**config.mk**
```make
export PLATFORM = sky130hd
export DESIGN_NAME = mixirq_ctrl
export DESIGN_NICKNAME = d
export VERILOG_FILES = /design/src/rtl/mixirq_pkg.sv /design/src/rtl/mixirq_regs.sv /design/src/rtl/mixirq_pend.sv /design/src/rtl/mixirq_nmi.sv /design/src/rtl/mixirq_ctrl.sv
export SDC_FILE = /design/constraint.sdc
export NUM_CORES = 1
export LEC_CHECK = 0
export CORE_MARGIN = 3
export CORE_UTILIZATION = 47
export CTS_CLUSTER_DIAMETER = 200
export DETAILED_ROUTE_END_ITERATION = 16
export PLACE_DENSITY_LB_ADDON = 0.2
export RECOVER_POWER = 25
export SETUP_SLACK_MARGIN = 0.5
export SLEW_MARGIN = 10
export SYNTH_ARGS = -nofsm -noshare
export SYNTH_HDL_FRONTEND = slang
export SYNTH_SLANG_ARGS = --single-unit
```
**constraint.sdc**
```tcl
create_clock -name clk -period 4 [get_ports clk]
set_input_delay 1 -clock clk [delete_from_list [all_inputs] [get_ports clk]]
set_output_delay 1 -clock clk [all_outputs]
set_load 0.03 [all_outputs]
```
**src/rtl/mixirq_pkg.sv**
```systemverilog
package mixirq_pkg;
  localparam int SRC_N  = 8;
  localparam int DATA_W = 8;
  localparam int IDX_W  = $clog2(SRC_N);
  localparam int BASE_W = DATA_W - IDX_W;
  localparam logic [SRC_N-1:0] LEVEL_MASK = 8'b0000_1101;
  localparam logic [SRC_N-1:0] EDGE_MASK  = ~LEVEL_MASK;
  localparam int NMI_BIT = 4;

  // highest-numbered set bit wins
  function automatic logic [IDX_W-1:0] top_index(input logic [SRC_N-1:0] p);
    logic [IDX_W-1:0] idx;
    idx = '0;
    for (int i = 0; i < SRC_N; i++) begin
      if (p[i]) idx = IDX_W'(i);
    end
    return idx;
  endfunction

  function automatic logic [DATA_W-1:0] vector_of(input logic [BASE_W-1:0] b,
                                                  input logic [IDX_W-1:0] i);
    return {b, {IDX_W{1'b0}}} + DATA_W'(i);
  endfunction
endpackage

```
**src/rtl/mixirq_regs.sv**
```systemverilog
module mixirq_regs
  import mixirq_pkg::*;
#(
  parameter logic [7:0] A_VBASE = 8'hB0,
  parameter logic [7:0] A_EN    = 8'hB2,
  parameter logic [7:0] A_ACK   = 8'hB6,
  parameter logic [7:0] A_NMI   = 8'hB7
) (
  input  logic              clk,
  input  logic              rst_n,
  input  logic              io_wr,
  input  logic [7:0]        io_addr,
  input  logic [DATA_W-1:0] io_wdata,
  output logic [BASE_W-1:0] vbase,
  output logic [SRC_N-1:0]  en,
  output logic              nmi_en,
  output logic              ack_hit,
  output logic [SRC_N-1:0]  ack_bits
);
  assign ack_hit  = io_wr && (io_addr == A_ACK);
  assign ack_bits = io_wdata[SRC_N-1:0];

  always_ff @(posedge clk) begin
    if (!rst_n) begin
      vbase  <= '0;
      en     <= '0;
      nmi_en <= 1'b0;
    end else if (io_wr) begin
      if (io_addr == A_VBASE) vbase  <= io_wdata[DATA_W-1:IDX_W];
      if (io_addr == A_EN)    en     <= io_wdata[SRC_N-1:0];
      if (io_addr == A_NMI)   nmi_en <= io_wdata[NMI_BIT];
    end
  end
endmodule

```
**src/rtl/mixirq_pend.sv**
```systemverilog
module mixirq_pend
  import mixirq_pkg::*;
(
  input  logic             clk,
  input  logic             rst_n,
  input  logic [SRC_N-1:0] src_cond,
  input  logic [SRC_N-1:0] en,
  input  logic             ack_hit,
  input  logic [SRC_N-1:0] ack_bits,
  output logic [SRC_N-1:0] rise_en,
  output logic [SRC_N-1:0] edge_latch,
  output logic [SRC_N-1:0] status
);
  logic [SRC_N-1:0] cond_q;
  logic [SRC_N-1:0] clr;

  assign rise_en = src_cond & ~cond_q & en & EDGE_MASK;
  assign clr     = ack_hit ? ack_bits : '0;

  always_ff @(posedge clk) begin
    if (!rst_n) begin
      cond_q     <= '0;
      edge_latch <= '0;
    end else begin
      cond_q     <= src_cond;
      // a new edge overrides a clear in the same cycle
      edge_latch <= ((edge_latch & ~clr) | rise_en) & EDGE_MASK;
    end
  end

  for (genvar g = 0; g < SRC_N; g++) begin : g_src
    if (LEVEL_MASK[g]) begin : g_level
      assign status[g] = src_cond[g] & en[g];
    end else begin : g_edge
      assign status[g] = edge_latch[g] & en[g];
    end
  end
endmodule

```
**src/rtl/mixirq_nmi.sv**
```systemverilog
module mixirq_nmi (
  input  logic clk,
  input  logic rst_n,
  input  logic lowbat,
  input  logic nmi_en,
  output logic nmi_out
);
  logic lowbat_q;

  always_ff @(posedge clk) begin
    if (!rst_n) lowbat_q <= 1'b0;
    else        lowbat_q <= lowbat;
  end

  assign nmi_out = nmi_en & lowbat & ~lowbat_q;
endmodule

```
**src/rtl/mixirq_ctrl.sv**
```systemverilog
module mixirq_ctrl
  import mixirq_pkg::*;
#(
  parameter logic [7:0] A_VBASE = 8'hB0,
  parameter logic [7:0] A_EN    = 8'hB2,
  parameter logic [7:0] A_STAT  = 8'hB4,
  parameter logic [7:0] A_ACK   = 8'hB6,
  parameter logic [7:0] A_NMI   = 8'hB7
) (
  input  logic       clk,
  input  logic       rst_n,
  input  logic [7:0] io_addr,
  input  logic       io_wr,
  input  logic       io_rd,
  input  logic [7:0] io_wdata,
  output logic [7:0] io_rdata,
  input  logic [7:0] src_cond,
  input  logic       lowbat,
  input  logic       inta,
  output logic       irq_req,
  output logic [7:0] vec_out,
  output logic       nmi_out
);
  logic [BASE_W-1:0] vbase;
  logic [SRC_N-1:0]  en;
  logic              nmi_en;
  logic              ack_hit;
  logic [SRC_N-1:0]  ack_bits;
  logic [SRC_N-1:0]  rise_en;
  logic [SRC_N-1:0]  edge_latch;
  logic [SRC_N-1:0]  status;

  mixirq_regs #(
    .A_VBASE(A_VBASE), .A_EN(A_EN), .A_ACK(A_ACK), .A_NMI(A_NMI)
  ) u_regs (
    .clk(clk), .rst_n(rst_n), .io_wr(io_wr), .io_addr(io_addr),
    .io_wdata(io_wdata), .vbase(vbase), .en(en), .nmi_en(nmi_en),
    .ack_hit(ack_hit), .ack_bits(ack_bits)
  );

  mixirq_pend u_pend (
    .clk(clk), .rst_n(rst_n), .src_cond(src_cond), .en(en),
    .ack_hit(ack_hit), .ack_bits(ack_bits), .rise_en(rise_en),
    .edge_latch(edge_latch), .status(status)
  );

  mixirq_nmi u_nmi (
    .clk(clk), .rst_n(rst_n), .lowbat(lowbat), .nmi_en(nmi_en),
    .nmi_out(nmi_out)
  );

  assign irq_req = |status;
  assign vec_out = (inta && irq_req) ? vector_of(vbase, top_index(status)) : '0;

  always_comb begin
    io_rdata = '0;
    if (io_rd) begin
      case (io_addr)
        A_VBASE: io_rdata = {vbase, {IDX_W{1'b0}}};
        A_EN:    io_rdata = en;
        A_STAT:  io_rdata = status;
        A_NMI:   io_rdata = 8'(nmi_en) << NMI_BIT;
        default: io_rdata = '0;
      endcase
    end
  end
endmodule

```
# [Word level (Yosys, flattened, before mapping)]
# Index checks and enable logic that the tools add are counted.
[word_totals] reg_bits=31 input_bits=30
[classes] n_reduce_logical=6 n_bitwise=17 n_eq_ne=5 n_addsub=1 muxes=11
[ops] op="equality test 8 bit (second input constant)" n=5
[ops] op="one-hot mux 8 bit (4 select lines)" n=1
[ops] op="AND 8 bit" n=3
[ops] op="2-to-1 mux 8 bit" n=3
[ops] op="inverter 8 bit" n=2
[ops] op="2-to-1 mux 3 bit" n=5
[ops] op="AND 1 bit" n=10
[ops] op="adder 8 x 3 -> 8 bit" n=1
[ops] op="bitwise OR 8 bit" n=1
[ops] op="OR reduction 8 bit" n=1
[ops] op="AND reduction 2 bit" n=3
[ops] op="logical AND 1 bit" n=2
[ops] op="2-to-1 mux 2 bit" n=1
[ops] op="2-to-1 mux 1 bit" n=1
[ops] op="inverter 1 bit" n=1

# [Depth between registers and ports, before layout]
# Gate-level depths: netlist of the first run.
[depth] depth_word=10 depth_mapped=5

# [Modules after synthesis]
# From an unflattened synthesis of the first run, not the netlist that was laid out.
[unflattened] hier_cells=172 hier_area_um2=1502.7
[modules_own_cells] module="mixirq_regs" seq_area_each_um2=280.3 instances=1 cells_each=69 area_per_inst_um2=658.1
[modules_own_cells] module="mixirq_pend" seq_area_each_um2=200.2 instances=1 cells_each=46 area_per_inst_um2=460.4
[modules_own_cells] module="mixirq_ctrl" seq_area_each_um2=0.0 instances=1 cells_each=54 area_per_inst_um2=349.1
[modules_own_cells] module="mixirq_nmi" seq_area_each_um2=20.0 instances=1 cells_each=3 area_per_inst_um2=35.0

# [Worst setup path after synthesis of the first run]
# No wires, ideal clock.
[synth_path] path_type="in2out" start="input port io_addr[6]" end="output port io_rdata[1]" arrival_ns=2.346 required_time_ns=3.000 setup_slack_ns=0.654 stages=4 cell_sequence="nor3b_4 -> and4_1 -> nand2_1 -> a211oi_1"
[synth_between] elab_chain_cells=3
[synth_rtl] element="start, declared" line="mixirq_ctrl.sv:12" rtl="input logic [7:0] io_addr,"
[synth_rtl] element="equality test 8 bit" line="mixirq_ctrl.sv:58" rtl="case (io_addr)"
[synth_rtl] element="one-hot mux 8 bit (4 select lines) *" line="mixirq_ctrl.sv:58"
[synth_rtl] element="2-to-1 mux 8 bit *" line="mixirq_ctrl.sv:57" rtl="if (io_rd) begin"
[synth_rtl] element="end, declared" line="mixirq_ctrl.sv:16" rtl="output logic [7:0] io_rdata,"
# Every way passes the cells marked *; elsewhere a longest branch is shown, timed or not.

# [Worst setup path after layout of the first run]
[layout_path] start="input port src_cond[3]" end="output port vec_out[4]"
[layout_between] elab_chain_cells=8
[layout_rtl] element="start, declared" line="mixirq_ctrl.sv:17" rtl="input logic [7:0] src_cond,"
[layout_rtl] element="AND 1 bit *" line="mixirq_pend.sv:33" rtl="assign status[g] = src_cond[g] & en[g];"
[layout_rtl] element="2-to-1 mux 3 bit (5 in series)" line="mixirq_pkg.sv:15" rtl="if (p[i]) idx = IDX_W'(i);"
[layout_rtl] element="adder 8 x 3 -> 8 bit" line="mixirq_pkg.sv:22" rtl="return {b, {IDX_W{1'b0}}} + DATA_W'(i);"
[layout_rtl] element="2-to-1 mux 8 bit *" line="mixirq_ctrl.sv:53" rtl="assign vec_out = (inta && irq_req) ? vector_of(vbase, top_index(status)) : '0;"
[layout_rtl] element="end, declared" line="mixirq_ctrl.sv:21" rtl="output logic [7:0] vec_out,"
# Marked as above.

==> reports/summary.txt, run 1 <==
Placement Setup Slack - -0.000596 ns
first-pass GRT wire length - 6410 um
synth top area cells - dfxtp_1 (38%), nand2_1 (8.0%), a22oi_1 (4.5%), and2_1 (4.3%), mux2i_1 (3.8%)
Placeable Area - 2570 um^2
TritonCTS sink count - 25
I/O Buffers - 47
initial antenna violation count - 0
HP Class - flop to flop
# hold bufs at CTS - 0
Netlist Area Pre-Place - 1320 um^2
Worst Hold End - u_regs.vbase[4]$_SDFFE_PN0P_
Antenna Cells - 0
WL final - 3990 um
Die Area - 3480 um^2
launch point of the worst hold path - u_regs.vbase[4]$_SDFFE_PN0P_
Final Cycle Share - 86.0%
area leader, netlist - dfxtp_1
Post-Syn Area per Cell - 8.16 um^2
final setup fails - 0
Ys Warns - 0
cells after synthesis - 162
std cell rows - 18
CTS root buffer - clkbuf_4
# fillers - 208
Worst Hold Path Cells - 2
Final min period - 3.44 ns
via/cell ratio - 5.95
H-tree Lvls - 1
top-area cell type share of the netlist area - 37.9%
clock slew at the register clock pins of the worst setup and hold paths - 0.14 ns
sequential fraction of the synthesis area - 37.9%
maximum clock insertion buffer count - 2
Initial Util - 51.5%
wire per inst - 16.2 um
LEAKAGE - 0.000804 uW
Finished Core Util - 72.8%
Fmax - 0.291 GHz
worst r2r src - u_regs.en[6]$_SDFFE_PN0P_
Area growth syn-to-layout - 41.4%
Final Hold Fails - 0
kind of critical path - input pin to output pin
worst setup slack after layout - 0.561 ns
power per cell area - 232 nW/um^2
worst vdd ir - 0.277 mV
remaining antenna violation count after routing - 0
largest net degree at the start of global routing - 19
Tightest Pin Transition - 0.633 ns
R2R setup slack - 3.17 ns
most common library cells after synthesis - nand2_1 (28), dfxtp_1 (25), nand3_1 (10), and2_1 (9), nor2_1 (9)
drt pass-1 iters - 4
via count - 1464
CTS tree - done
maxcap violations - 0
reg2reg end - u_pend.edge_latch[6]$_SDFF_PN0_
Worst-Skew Late Latency - 0.32 ns
CP arrival - 2.44 ns
Main synth FF type - dfxtp_1
number of buffers created by CTS - 3
asr flop ratio synth - 0%
dpl hpwl - 2890 um
nets@finish - 247
IO Count - 48
Die X - 59.0 um
layout cell share with drive strength beyond 1 - 19.0%
Post-synth EDFFs - 0
Slew Limit Fails - 0
FF-to-FF path depth - 2
CP endpoint kind - output pin
crit path max fanout - 4
global route total overflow - 0
Rel. slew slack - 57.8%
die height - 59.0 um
Post-Route Skew - 0.00588 ns
vias in the first global route - 1457
most common cell in the synthesized netlist - nand2_1
worst endpoint required time - 3.00 ns
FF+latch count, synth - 25
synth unique cells - 33
Overall Global Routing Usage - 23.7%
initial DRC count - 77
status - finished clean
RePlAce Congestion - 0.886
syn_nets - 192
RSZ-0062 raised after global routing - false
drt drc - 0
crit start category - input pin
==> layout make-up <==
cell class / instances / area (um^2) / area share (%)
clock buffers: 3 / 22.5 / 1.21
clock inverters: 1 / 7.51 / 0.402
inverters: 5 / 18.8 / 1.00
multi-input cells: 127 / 812 / 43.5
flip-flops and latches: 25 / 500 / 26.8
well taps: 30 / 37.5 / 2.01
repair buffers: 55 / 469 / 25.1
==> sequential cells by signal, summed over array words and instances, names as in the netlist <==
name and count:
u_nmi.lowbat_q 1, u_regs.en 8, u_regs.vbase 5, u_pend.edge_latch 5
u_pend.cond_q 5, u_regs.nmi_en 1
==> power by group <==
part	total, uW	switching, uW	leakage [uW]	internal [uW]
sequential	253	0.848	0.000203	252
clock	118	79.6	0.0000139	38.2
combinational	61.6	27.4	0.000587	34.2
==> logic make-up after synthesis <==
| group | count (synthesis) | synth area share (%) |
|---|---|---|
| mux | 7 | 5.49 |
| flops | 25 | 37.9 |
| buf+inv | 10 | 3.22 |
| xor+xnor | 1 | 0.663 |
| compound gates | 41 | 20.5 |
| simple gates | 78 | 32.2 |
==> cell usage in the layout, fill, tap and decap left out, types with 2 or more instances in the layout <==
cell / synthesis / final
a32oi_1: 3 / 3
clkbuf_4: 0 / 3
and2_4: 0 / 2
a22oi_1: 8 / 7
nand3b_1: 5 / 5
buf_4: 1 / 9
a21boi_0: 5 / 5
clkdlybuf4s15_2: 0 / 2
mux2_2: 2 / 2
o21ai_0: 6 / 6
clkbuf_2: 0 / 2
mux2i_1: 5 / 5
a21oi_1: 2 / 2
a211oi_2: 0 / 2
and2_0: 0 / 3
buf_2: 1 / 8
and2_1: 9 / 4
nor2_1: 9 / 9
o21ai_1: 8 / 8
nand3_1: 10 / 9
nand2_1: 28 / 27
dfxtp_1: 25 / 25
nor2b_1: 2 / 2
inv_1: 4 / 4
clkdlybuf4s50_1: 0 / 23
o31ai_1: 2 / 2
nand4_1: 3 / 3
a21o_1: 3 / 3
dlygate4sd2_1: 0 / 7
and3_1: 6 / 6
==> worst max-delay path, cell delays in order <==
cell	delay (ns)
clkdlybuf4s50_1	0.47
a22oi_2	0.20
nand4_1	0.21
buf_4	0.21
and3_1	0.18
buf_2	0.18
==> per-stage QoR <==
| step | std cells | hold WS (ns) | TNS (ns) | cell area [um^2] | power [uW] |
|---|---|---|---|---|---|
| floorplan | 162 | 0.444 | 0 | 1320 | 281 |
| global placement | 238 | 0.466 | 0 | 1830 | 318 |
| detailed placement | 238 | 0.468 | -0.000596 | 1830 | 320 |
| CTS | 245 | 0.487 | 0 | 1890 | 434 |
| global route | 246 | 0.524 | 0 | 1870 | 451 |
| finish | 246 | 0.487 | 0 | 1870 | 433 |
==> metal layers <==
metal	global-route usage, %	share of wire (%)	vias to the layer above
met3	5.66	6.9	10
met4	8.74	2.0	0
met5	0	0	-
met2	40.2	51	73
li1	-	-	693
met1	29.0	40	688
==> worst max path at each step <==
stage,startpoint,end,cells past startpoint
final,src_cond[3],vec_out[4],6
after global routing,src_cond[3],irq_req,5
after CTS,src_cond[3],vec_out[5],6
after detailed placement,io_addr[6],io_rdata[5],6
after global placement,io_addr[6],io_rdata[5],6
after floorplan,io_addr[6],io_rdata[1],4
==> repair_timing <==
action / in CTS / in global routing
gates resized for setup: 48 / 22
endpoints found under the setup margin: 16 / 12
gates cloned: 0 / 0
pin swaps: 6 / 3
buffers inserted: 3 / 1
No activity file was read; power rests on OpenSTA's default activity.
==> inputs of run 2 (changes only) <==
--- a/config.mk
+++ b/config.mk
@@ -6,5 +6,6 @@
 export NUM_CORES = 1
 export LEC_CHECK = 0
-export CORE_MARGIN = 3
+export CAP_MARGIN = 20
+export CORE_MARGIN = 2
 export CORE_UTILIZATION = 47
 export CTS_CLUSTER_DIAMETER = 200
==> constraint.sdc (replaced) <==
create_clock -name clk -period 4 [get_ports clk]
set_input_delay 0.4 -clock clk [delete_from_list [all_inputs] [get_ports clk]]
set_output_delay 0.4 -clock clk [all_outputs]
set_load 0.03 [all_outputs]
==> reports/summary.txt, run 2 (synthesis results as in run 1) <==
remaining antenna violation count after routing - 0
Post-Route Skew - 0.00469 ns
Post-CTS Setup Inserts - 0
layout cell share with drive strength beyond 1 - 4.81%
most flop-heavy register - u_regs.en
number of buffers created by CTS - 3
drt pass-1 iters - 4
RePlAce Congestion - 0.845
vias in the first global route - 1286
crit path max fanout - 12
Placement Setup Slack - 1.02 ns
kind of critical path - input pin to output pin
Final Hold Fails - 0
CTS root buffer - clkbuf_4
drt drc - 0
Worst-Skew Late Latency - 0.31 ns
dpl hpwl - 2650 um
nets@finish - 239
LEAKAGE - 0.000700 uW
TritonCTS sink count - 25
Slew Limit Fails - 0
maxcap violations - 0
power per cell area - 231 nW/um^2
Die Area - 3250 um^2
Die X - 57.0 um
# hold bufs at CTS - 0
Overall Global Routing Usage - 21.4%
initial antenna violation count - 0
CP endpoint kind - output pin
Final min period - 3.00 ns
Area growth syn-to-layout - 38.7%
clock slew at the register clock pins of the worst setup and hold paths - 0.12 ns
worst setup slack after layout - 0.996 ns
std cell rows - 19
CTS tree - done
status - finished clean
global route total overflow - 0
Initial Util - 48.8%
via/cell ratio - 5.72
Rel. slew slack - 35.3%
max reg flops - 8
HP Class - flop to flop
crit start category - input pin
CP arrival - 2.60 ns
RSZ-0062 raised after global routing - false
worst endpoint required time - 3.60 ns
WL final - 3420 um
final setup fails - 0
initial DRC count - 54
wire per inst - 14.3 um
commonest non-fill, non-tap cell in the layout - clkdlybuf4s50_1
R2R setup slack - 3.22 ns
via count - 1368
Tightest Pin Transition - 0.968 ns
largest net degree at the start of global routing - 34
IO Count - 48
H-tree Lvls - 1
Antenna Cells - 0
setup TNS - 0 ns
first-pass GRT wire length - 5580 um
Placeable Area - 2710 um^2
maximum clock insertion buffer count - 2
# fillers - 247
worst vdd ir - 0.278 mV
most frequent cells in the layout - clkdlybuf4s50_1 (46), nand2_1 (28), dfxtp_1 (25)
I/O Buffers - 47
PostCTS Resize Cnt - 0
die height - 57.0 um
Fmax - 0.333 GHz
Final Cycle Share - 75.1%
## run 2: changes by cell type in the layout (fill, tap and decap cells not counted), moves of 2 or more
cell / before / now
a211oi_1: 1 / 3
clkbuf_2: 2 / 0
clkdlybuf4s15_2: 2 / 0
dlygate4sd2_1: 7 / 0
a211oi_2: 2 / 0
buf_2: 8 / 0
and2_4: 2 / 0
clkdlybuf4s50_1: 23 / 46
buf_4: 9 / 0
## run 2: area by class of cell
cell class	count	area [um^2]	share of cell area, %
Timing Repair Buffer	47	470	25.7
Clock buffer	4	26.3	1.43
Tap cell	31	38.8	2.12
Sequential cell	25	500	27.3
Multi-Input combinational cell	127	778	42.5
Inverter	5	18.8	1.02
## run 2: final timing paths
check	start	to	cells past startpoint
max	io_addr[1]	io_rdata[0]	6
min	u_regs.en[0]$_SDFFE_PN0P_	u_regs.en[0]$_SDFFE_PN0P_	2
max reg2reg	u_regs.en[5]$_SDFFE_PN0P_	u_pend.edge_latch[5]$_SDFF_PN0_	2
min reg2reg	u_regs.en[0]$_SDFFE_PN0P_	u_regs.en[0]$_SDFFE_PN0P_	2
## run 2: power by group
| group | leakage [uW] | switching, uW | internal [uW] |
|---|---|---|---|
| clock network | 0.0000150 | 71.5 | 39.0 |
| registers | 0.000203 | 0.718 | 252 |
| logic | 0.000482 | 25.4 | 34.4 |
| total | 0.000700 | 97.6 | 326 |
## run 2: per-layer routing
metal  share of wire (%)  vias up  GRT usage [%]  routed length [um]
met5                   0        -              0                   0
met4                0.88        0           7.97                  30
met3                 6.7        4           4.54                 228
met2                  48       52           34.5                1630
met1                  45      634           28.2                1540
li1                    -      678              -                   -
## run 2: metrics by stage
step                utilization, %  instances  total power, uW  hold slack [ns]  instance area (um^2)
global route                  67.6        239              441            0.523                  1830
finish                        67.6        239              423            0.482                  1830
detailed placement            66.7        235              318            0.470                  1810
CTS                           67.6        239              425            0.488                  1830
floorplan                        -        162              281            0.444                  1320
global placement              66.7        235              316            0.463                  1810
## run 2: worst max-delay path, cell delays in order
cell             delay [ns]
clkdlybuf4s50_1        0.72
nand2_1                0.16
xnor2_1                0.19
nand3_1                0.19
a211oi_1               0.23
clkdlybuf4s50_1        0.71
